**src/rtl/rxfmt_pkg.sv**
```systemverilog
package rxfmt_pkg;

   typedef enum logic [1:0] {
      PK_IDLE = 2'd0,
      PK_OFF  = 2'd1,
      PK_DATA = 2'd2,
      PK_PAD  = 2'd3
   } pk_state_t;

   localparam logic [1:0] ALN_4B   = 2'b00;
   localparam logic [1:0] ALN_16B  = 2'b01;
   localparam logic [1:0] ALN_32B  = 2'b10;
   localparam logic [1:0] ALN_RSVD = 2'b11;

   // Mask on the per-packet DWORD counter: zero when on the boundary.
   function automatic logic [2:0] align_mask(input logic [1:0] code);
      case (code)
         ALN_16B: align_mask = 3'b011;
         ALN_32B: align_mask = 3'b111;
         default: align_mask = 3'b000;
      endcase
   endfunction

endpackage

```
**src/rtl/rxfmt_byte_fifo.sv**
```systemverilog
module rxfmt_byte_fifo #(
   parameter int DEPTH = 64,
   parameter int DW    = 9
) (
   input  logic          clk,
   input  logic          rst_n,
   input  logic          clr,
   input  logic          wr_en,
   input  logic [DW-1:0] wr_data,
   output logic          full,
   input  logic          rd_en,
   output logic [DW-1:0] rd_data,
   output logic          empty
);
   localparam int AW = $clog2(DEPTH);

   if (DEPTH < 2 || (DEPTH & (DEPTH - 1)) != 0) begin : g_bad_depth
      $error("rxfmt_byte_fifo: DEPTH must be a power of two >= 2");
   end

   logic [DW-1:0] mem [DEPTH];
   logic [AW:0]   wp_q, rp_q;
   logic          do_wr, do_rd;

   assign empty   = (wp_q == rp_q);
   assign full    = (wp_q[AW] != rp_q[AW]) && (wp_q[AW-1:0] == rp_q[AW-1:0]);
   assign do_wr   = wr_en && !full && !clr;
   assign do_rd   = rd_en && !empty && !clr;
   assign rd_data = mem[rp_q[AW-1:0]];

   always_ff @(posedge clk or negedge rst_n) begin
      if (!rst_n) begin
         wp_q <= '0;
         rp_q <= '0;
      end else if (clr) begin
         wp_q <= '0;
         rp_q <= '0;
      end else begin
         if (do_wr) wp_q <= wp_q + 1'b1;
         if (do_rd) rp_q <= rp_q + 1'b1;
      end
   end

   always_ff @(posedge clk) begin
      if (do_wr) mem[wp_q[AW-1:0]] <= wr_data;
   end

   a_r10_clear_empties: assert property (@(posedge clk) disable iff (!rst_n)
      clr |=> empty);
   a_r10_full_blocks_write: assert property (@(posedge clk) disable iff (!rst_n)
      (full && !rd_en && !clr) |=> full && $stable(wp_q));

endmodule

```
**src/rtl/rxfmt_dword_packer.sv**
```systemverilog
module rxfmt_dword_packer
   import rxfmt_pkg::*;
#(
   parameter int OFF_W = 5
) (
   input  logic             clk,
   input  logic             rst_n,
   input  logic             flush,
   input  logic [OFF_W-1:0] off_cfg,
   input  logic [1:0]       align_cfg,
   input  logic             fifo_empty,
   input  logic [7:0]       fifo_byte,
   input  logic             fifo_last,
   output logic             fifo_pop,
   output logic             out_valid,
   output logic [31:0]      out_data,
   input  logic             out_take,
   output logic             idle
);
   localparam int LANES = 4;

   pk_state_t        st_q, st_d;
   logic [OFF_W-1:0] offc_q, offc_d;
   logic [1:0]       lane_q;
   logic [2:0]       dwc_q;
   logic [2:0]       mask_q;
   logic             emit, slot_ok, start;
   logic [7:0]       bval;
   logic [23:0]      asm_w;

   assign slot_ok = (lane_q != 2'd3) || !out_valid || out_take;
   assign idle    = (st_q == PK_IDLE);

   always_comb begin
      st_d     = st_q;
      offc_d   = offc_q;
      emit     = 1'b0;
      fifo_pop = 1'b0;
      bval     = 8'h00;
      start    = 1'b0;
      case (st_q)
         PK_IDLE: begin
            if (!fifo_empty) begin
               start  = 1'b1;
               offc_d = off_cfg;
               st_d   = (off_cfg == '0) ? PK_DATA : PK_OFF;
            end
         end
         PK_OFF: begin
            if (slot_ok) begin
               emit   = 1'b1;
               offc_d = offc_q - 1'b1;
               if (offc_q == OFF_W'(1)) st_d = PK_DATA;
            end
         end
         PK_DATA: begin
            if (!fifo_empty && slot_ok) begin
               emit     = 1'b1;
               fifo_pop = 1'b1;
               bval     = fifo_byte;
               if (fifo_last) st_d = PK_PAD;
            end
         end
         PK_PAD: begin
            if (lane_q == 2'd0 && (dwc_q & mask_q) == 3'd0) st_d = PK_IDLE;
            else if (slot_ok) emit = 1'b1;
         end
         default: st_d = PK_IDLE;
      endcase
   end

   // Per-lane holding bytes for lanes 0..2; lane 3 completes the word.
   for (genvar l = 0; l < LANES - 1; l++) begin : g_lane
      logic [7:0] b_q;
      always_ff @(posedge clk or negedge rst_n) begin
         if (!rst_n)                              b_q <= '0;
         else if (flush)                          b_q <= '0;
         else if (emit && lane_q == 2'(l))        b_q <= bval;
      end
      assign asm_w[l*8 +: 8] = b_q;
   end

   always_ff @(posedge clk or negedge rst_n) begin
      if (!rst_n) begin
         st_q      <= PK_IDLE;
         offc_q    <= '0;
         lane_q    <= '0;
         dwc_q     <= '0;
         mask_q    <= '0;
         out_valid <= 1'b0;
         out_data  <= '0;
      end else if (flush) begin
         st_q      <= PK_IDLE;
         offc_q    <= '0;
         lane_q    <= '0;
         dwc_q     <= '0;
         out_valid <= 1'b0;
         out_data  <= '0;
      end else begin
         st_q   <= st_d;
         offc_q <= offc_d;
         if (start) begin
            dwc_q  <= '0;
            mask_q <= align_mask(align_cfg);
         end
         if (emit) begin
            lane_q <= lane_q + 1'b1;
            if (lane_q == 2'd3) dwc_q <= dwc_q + 1'b1;
         end
         if (emit && lane_q == 2'd3) begin
            out_valid <= 1'b1;
            out_data  <= {bval, asm_w};
         end else if (out_take) begin
            out_valid <= 1'b0;
         end
      end
   end

   a_r1_word_held: assert property (@(posedge clk) disable iff (!rst_n || flush)
      (out_valid && !out_take) |=> out_valid && $stable(out_data));
   a_r3_pad_ends_aligned: assert property (@(posedge clk) disable iff (!rst_n)
      (st_q == PK_IDLE && $past(st_q) == PK_PAD && !$past(flush))
      |-> lane_q == 2'd0 && (dwc_q & mask_q) == 3'd0);
   a_r5_mask_frozen: assert property (@(posedge clk) disable iff (!rst_n)
      (st_q != PK_IDLE && $past(st_q) != PK_IDLE) |-> $stable(mask_q));

endmodule

```
**src/rtl/rxfmt_dma_counter.sv**
```systemverilog
module rxfmt_dma_counter #(
   parameter int CNT_W = 12
) (
   input  logic             clk,
   input  logic             rst_n,
   input  logic             load,
   input  logic [CNT_W-1:0] load_val,
   input  logic             dec,
   input  logic             irq_clr,
   output logic [CNT_W-1:0] cnt,
   output logic             irq
);
   if (CNT_W < 2) begin : g_bad_w
      $error("rxfmt_dma_counter: CNT_W must be at least 2");
   end

   always_ff @(posedge clk or negedge rst_n) begin
      if (!rst_n) begin
         cnt <= '0;
         irq <= 1'b0;
      end else begin
         if (load) begin
            cnt <= load_val;
         end else if (dec && cnt != '0) begin
            cnt <= cnt - 1'b1;
         end
         if (!load && dec && cnt == CNT_W'(1)) irq <= 1'b1;
         else if (irq_clr)                     irq <= 1'b0;
      end
   end

   a_r7_step_down: assert property (@(posedge clk) disable iff (!rst_n)
      (dec && !load && cnt != '0) |=> cnt == $past(cnt) - 1'b1);
   a_r8_load_wins: assert property (@(posedge clk) disable iff (!rst_n)
      load |=> cnt == $past(load_val));
   a_r9_irq_sticky: assert property (@(posedge clk) disable iff (!rst_n)
      (irq && !irq_clr) |=> irq);
   a_r9_irq_needs_zero: assert property (@(posedge clk) disable iff (!rst_n)
      $rose(irq) |-> cnt == '0);

endmodule

```
**src/rtl/rxpkt_dword_fmt.sv**
```systemverilog
module rxpkt_dword_fmt
   import rxfmt_pkg::*;
#(
   parameter int FIFO_DEPTH = 64,
   parameter int CNT_W      = 12,
   parameter int OFF_W      = 5
) (
   input  logic             clk,
   input  logic             rst_n,
   input  logic             in_valid,
   input  logic [7:0]       in_byte,
   input  logic             in_last,
   output logic             in_ready,
   input  logic             rd_en,
   output logic             rd_valid,
   output logic [31:0]      rd_data,
   input  logic             cfg_wr,
   input  logic [1:0]       cfg_align,
   input  logic [OFF_W-1:0] cfg_offset,
   input  logic             cnt_wr,
   input  logic [CNT_W-1:0] cnt_val,
   input  logic             irq_clr,
   input  logic             discard,
   output logic [CNT_W-1:0] dma_cnt,
   output logic             rx_irq,
   output logic             stat_fifo_clr
);
   localparam int FW = 9;

   if (OFF_W < 3) begin : g_bad_off
      $error("rxpkt_dword_fmt: OFF_W must be at least 3");
   end

   logic [1:0]       align_q;
   logic [OFF_W-1:0] off_q;
   logic             f_full, f_empty, f_pop, pk_idle, rx_idle, rd_fire;
   logic [FW-1:0]    f_rdata;

   assign in_ready = !f_full;
   assign rd_fire  = rd_en && rd_valid;
   assign rx_idle  = f_empty && pk_idle && !rd_valid;

   rxfmt_byte_fifo #(.DEPTH(FIFO_DEPTH), .DW(FW)) i_fifo (
      .clk     (clk),
      .rst_n   (rst_n),
      .clr     (discard),
      .wr_en   (in_valid),
      .wr_data ({in_last, in_byte}),
      .full    (f_full),
      .rd_en   (f_pop),
      .rd_data (f_rdata),
      .empty   (f_empty)
   );

   rxfmt_dword_packer #(.OFF_W(OFF_W)) i_pack (
      .clk        (clk),
      .rst_n      (rst_n),
      .flush      (discard),
      .off_cfg    (off_q),
      .align_cfg  (align_q),
      .fifo_empty (f_empty),
      .fifo_byte  (f_rdata[7:0]),
      .fifo_last  (f_rdata[8]),
      .fifo_pop   (f_pop),
      .out_valid  (rd_valid),
      .out_data   (rd_data),
      .out_take   (rd_en),
      .idle       (pk_idle)
   );

   rxfmt_dma_counter #(.CNT_W(CNT_W)) i_cnt (
      .clk      (clk),
      .rst_n    (rst_n),
      .load     (cnt_wr),
      .load_val (cnt_val),
      .dec      (rd_fire),
      .irq_clr  (irq_clr),
      .cnt      (dma_cnt),
      .irq      (rx_irq)
   );

   always_ff @(posedge clk or negedge rst_n) begin
      if (!rst_n) begin
         align_q       <= ALN_4B;
         off_q         <= '0;
         stat_fifo_clr <= 1'b0;
      end else begin
         stat_fifo_clr <= discard;
         if (cfg_wr) begin
            align_q           <= (cfg_align == ALN_RSVD) ? ALN_4B : cfg_align;
            off_q[OFF_W-1:2]  <= cfg_offset[OFF_W-1:2];
            if (rx_idle) off_q[1:0] <= cfg_offset[1:0];
         end
      end
   end

   a_r6_byte_part_guarded: assert property (@(posedge clk) disable iff (!rst_n)
      (cfg_wr && !rx_idle) |=> off_q[1:0] == $past(off_q[1:0]));
   a_r4_no_reserved_code: assert property (@(posedge clk) disable iff (!rst_n)
      cfg_wr |=> align_q != ALN_RSVD);
   a_r10_status_pulse: assert property (@(posedge clk) disable iff (!rst_n)
      discard |=> stat_fifo_clr && !rd_valid);

endmodule

```
**config.mk**
```make
export PLATFORM = sky130hd
export DESIGN_NAME = rxpkt_dword_fmt
export DESIGN_NICKNAME = d
export VERILOG_FILES = /design/src/rtl/rxfmt_pkg.sv /design/src/rtl/rxfmt_byte_fifo.sv /design/src/rtl/rxfmt_dword_packer.sv /design/src/rtl/rxfmt_dma_counter.sv /design/src/rtl/rxpkt_dword_fmt.sv
export SDC_FILE = /design/constraint.sdc
export NUM_CORES = 1
export LEC_CHECK = 0
export BUFFER_PORTS_ARGS = -buffer_cell sky130_fd_sc_hd__buf_2
export CAP_MARGIN = 20
export CORE_UTILIZATION = 56
export DETAILED_ROUTE_END_ITERATION = 6
export PLACE_DENSITY = 0.77
export SLEW_MARGIN = 20
export SYNTH_ARGS = -nofsm -noshare
export SYNTH_HDL_FRONTEND = slang
export SYNTH_SLANG_ARGS = --single-unit
```
**constraint.sdc**
```tcl
create_clock -name clk -period 2.5 [get_ports clk]
set_input_delay 0.5 -clock clk [delete_from_list [all_inputs] [get_ports clk]]
set_output_delay 0.5 -clock clk [all_outputs]
set_load 0.1 [all_outputs]
```
==> impl_metrics.env <==
export IMPL_routedWlPerCell_um=26.1
export IMPL_htreeDepth=3
export IMPL_viasPerCell=6.25
export IMPL_synthFlopType="edfxtp_1"
export IMPL_die_x_um=224
export IMPL_p_leak_nw=11.6
export IMPL_dieArea_um2=50000
export IMPL_crit_path_end_kind="flip-flop"
export IMPL_grt_max_degree=65
export IMPL_clk_path_buf_depth=3
export IMPL_use_met2=0.432
export IMPL_cp_max_fo=4
export IMPL_hold_path_class="input port to flip-flop"
export IMPL_cts_made_buffers=69
export IMPL_synthXorXnorAreaFrac=0.00956
export IMPL_min_period_ns=2.67
export IMPL_totalWireLength_um=65200
export IMPL_use_met1=0.358
export IMPL_start_kind="flip-flop"
export IMPL_p_per_area_nw_per_um2=754
export IMPL_synthMuxAreaShare=0.142
export IMPL_path_class="flip-flop to flip-flop"
export IMPL_numPortBuffers=83
export IMPL_tightest_slew_ns=0.880
export IMPL_drive_gt1_frac=0.367
export IMPL_ys_top_cells_by_area="edfxtp_1, mux4_2, dfrtp_1, mux2i_1, nor2_1"
export IMPL_final_setup_worst_slack_ns=-0.171
export IMPL_area_growth_pct=21.9
export IMPL_drtAntennaViolNets=0
export IMPL_fp_coreArea_um2=48000
export IMPL_arrival_ns=3.15
export IMPL_synth_adder_area_share=0.00819
export IMPL_grtUsageMet3=0.0530
export IMPL_yosysTopAreaCell="edfxtp_1"
export IMPL_gr_total_overflow=0
export IMPL_synth_cells=1490
export IMPL_peakVddDrop_v=0.000654
export IMPL_hold_viol_final=0
export IMPL_cts_tree="built"
export IMPL_cp_num_buf_inv=1
export IMPL_crit_family="multiplexers"
export IMPL_antenna_found_initial=1
export IMPL_cp_required_ns=2.97
export IMPL_dr_pass1_iters=5
export IMPL_busiest_layer="met2"
export IMPL_crit_slowest_cell="mux4_2"
export IMPL_fmax_ghz=0.374
export IMPL_gp_congestion=0.918
export IMPL_worstSkewPairLatency_ns=0.61
export IMPL_finClkSkew_ns=0.0251
export IMPL_synthDistinctLibCells=69
export IMPL_yosys_warnings=0
export IMPL_clock_sinks=682
export IMPL_holdWs_ns=0.0992
export IMPL_final_fill_count=2834
export IMPL_start_util=0.572
export IMPL_drt_iter0_drc=1785
export IMPL_drc=0
export IMPL_place_hpwl_um=41500
export IMPL_max_stage_delay_ns=0.49
export IMPL_path_clk_slew_ns=0.06
export IMPL_die_h_um=224
export IMPL_async_flop_share=0.155
export IMPL_yosys_area_share_simple=0.0502
export IMPL_rows=80
export IMPL_synth_ff_latch_count=682
export IMPL_synth_top_area_share=0.629
export IMPL_outcome="complete, but fails checks"
export IMPL_synth_compound_area_frac=0.0461
export IMPL_cp_cell_sequence="buf_8 -> mux4_2 -> mux4_2 -> nor2b_4 -> a211o_1 -> a21oi_2 -> mux2_4"
export IMPL_grt_pass1_wl_um=97200
export IMPL_finalSetupViolCount=95
export IMPL_layout_nets=1885
export IMPL_grt_pass1_vias=15800
export IMPL_fin_crit_sh=1.07
export IMPL_power_mw=25.3
export IMPL_failed_checks="negative setup slack"
export IMPL_slew_headroom=0.409
export IMPL_synth_edf_count=576
export IMPL_synth_top_family_by_area="multiplexers"
export IMPL_maxCapViolCount=0
export IMPL_final_cell_mix="edfxtp_1, buf_4, mux4_2, dfrtp_1"
export IMPL_post_synth_cell_area_avg_um2=18.5
export IMPL_rsz0062_at_grt="true"
export IMPL_ios=84
export IMPL_slew_violations=0
export IMPL_cts_root_buf="clkbuf_16"
export IMPL_mostFrequentLayoutCell="edfxtp_1"
export IMPL_track_usage=0.266
export IMPL_dr_total_vias=15600
export IMPL_synth_fp_nets=1544
export IMPL_ys_seq_area_frac=0.725
export IMPL_cpMostUsedCell="mux4_2"
export IMPL_synth_area_um2=27500
logic make-up (layout without fill, tap and decap cells):
kind of cell | Yosys count | in the layout
adder cells (fa/ha/maj) | 18 | 18
multiplexers | 211 | 211
other | 0 | 1
flip-flops | 682 | 682
buffers and inverters | 94 | 487
AO/OA/AOI/OAI | 175 | 175
AND/OR/NAND/NOR | 280 | 280
XOR/XNOR | 30 | 30
stage by stage:
step / utilization / setup slack (ns) / std cells / instance area (um2) / setup TNS (ns)
after global routing: 0.697 / -0.217 / 2499 / 33500 / -47.91
after floorplan: - / -0.146 / 1490 / 27600 / -37.53
final: 0.697 / -0.171 / 2499 / 33500 / -4.72
after detailed placement: 0.635 / -0.299 / 2350 / 30500 / -47.11
after CTS: 0.692 / -0.146 / 2493 / 33300 / -3.47
after global placement: 0.635 / -0.341 / 2350 / 30500 / -20.68
worst paths after layout:
path                                                      from                                  end  slack, ns  cells past startpoint
min in group asynchronous                                rst_n      i_pack.out_data[23]$_DFFE_PN0P_       0.35                      2
max in group asynchronous                                rst_n             i_cnt.cnt[3]$_DFFE_PN0P_       1.46                      3
min reg2reg                i_pack.g_lane[1].b_q[7]$_DFFE_PN0P_  i_pack.g_lane[1].b_q[7]$_DFFE_PN0P_       0.48                      2
min                                                    irq_clr                i_cnt.irq$_DFFE_PN0P_        0.1                      2
max                                 i_fifo.rp_q[1]$_DFFE_PN0P_           i_pack.st_q[0]$_DFFE_PN0P_      -0.17                      7
max reg2reg                         i_fifo.rp_q[1]$_DFFE_PN0P_           i_pack.st_q[0]$_DFFE_PN0P_      -0.17                      7
final cells by class:
type / count / area, um2 / area share
Antenna cell: 1 / 2.50 / 0.0000747
Clock buffer: 91 / 1890 / 0.0565
Clock inverter: 32 / 390 / 0.0116
Inverter: 19 / 71.3 / 0.00213
Multi-Input combinational cell: 714 / 7360 / 0.220
Sequential cell: 682 / 20000 / 0.596
Tap cell: 615 / 769 / 0.0230
Timing Repair Buffer: 345 / 3050 / 0.0911
routing by layer:
metal  vias to the layer above  part of all wire
met2                       751              0.50
li1                       6681                 -
met3                       139             0.078
met1                      8056              0.39
met4                         0             0.035
met5                         -                 0
worst register-to-register path, stage by stage (launching register included):
cell and delay [ns]:
dfrtp_4 0.45, buf_8 0.14, mux4_2 0.50, mux4_2 0.49, nor2b_4 0.15, a211o_1 0.27
a21oi_2 0.21, mux2_4 0.31
sequential cells by signal, summed over array words and instances, names as in the netlist, 3 cells and up:
name               count
i_fifo.mem           576
i_pack.out_data       32
i_pack.g_lane.b_q     24
i_cnt.cnt             12
i_fifo.rp_q            7
i_fifo.wp_q            7
i_pack.offc_q          5
off_q                  5
i_pack.dwc_q           3
power by group:
part | switching (mW) | leakage (nW) | internal [mW]
clock | 4.21 | 1.11 | 6.18
sequential | 0.136 | 6.60 | 12.5
combinational | 1.28 | 3.89 | 0.974
cells in the mapped netlist (5+ instances only):
master,count
nor2b_1,17
o21ai_0,27
a22o_1,27
edfxtp_1,576
clkbuf_1,21
mux2i_1,56
xor2_1,20
xnor2_1,10
nand3b_1,6
nand3_1,20
nand2_1,57
buf_2,30
o21ai_1,22
ha_1,18
o22ai_1,18
a31oi_1,6
a21oi_1,12
and3_1,7
nor3_1,13
nor2_1,110
nand4b_1,5
buf_6,12
nor3b_1,5
buf_4,10
mux4_2,141
a32oi_1,12
a22oi_1,7
nand4_1,6
mux2_2,12
a211oi_1,12
nand2b_1,7
inv_1,18
dfrtp_1,106
timing repair:
item                                   in CTS  in global routing
endpoints found under the hold margin      25                  0
pin swaps                                  18                  9
cloned                                      2                  3
hold buffers                                1                  0
gates resized for setup                    80                 40
setup buffers                              19                  2
setup endpoints to repair                 539                643
(Power assumes the default switching activity.)
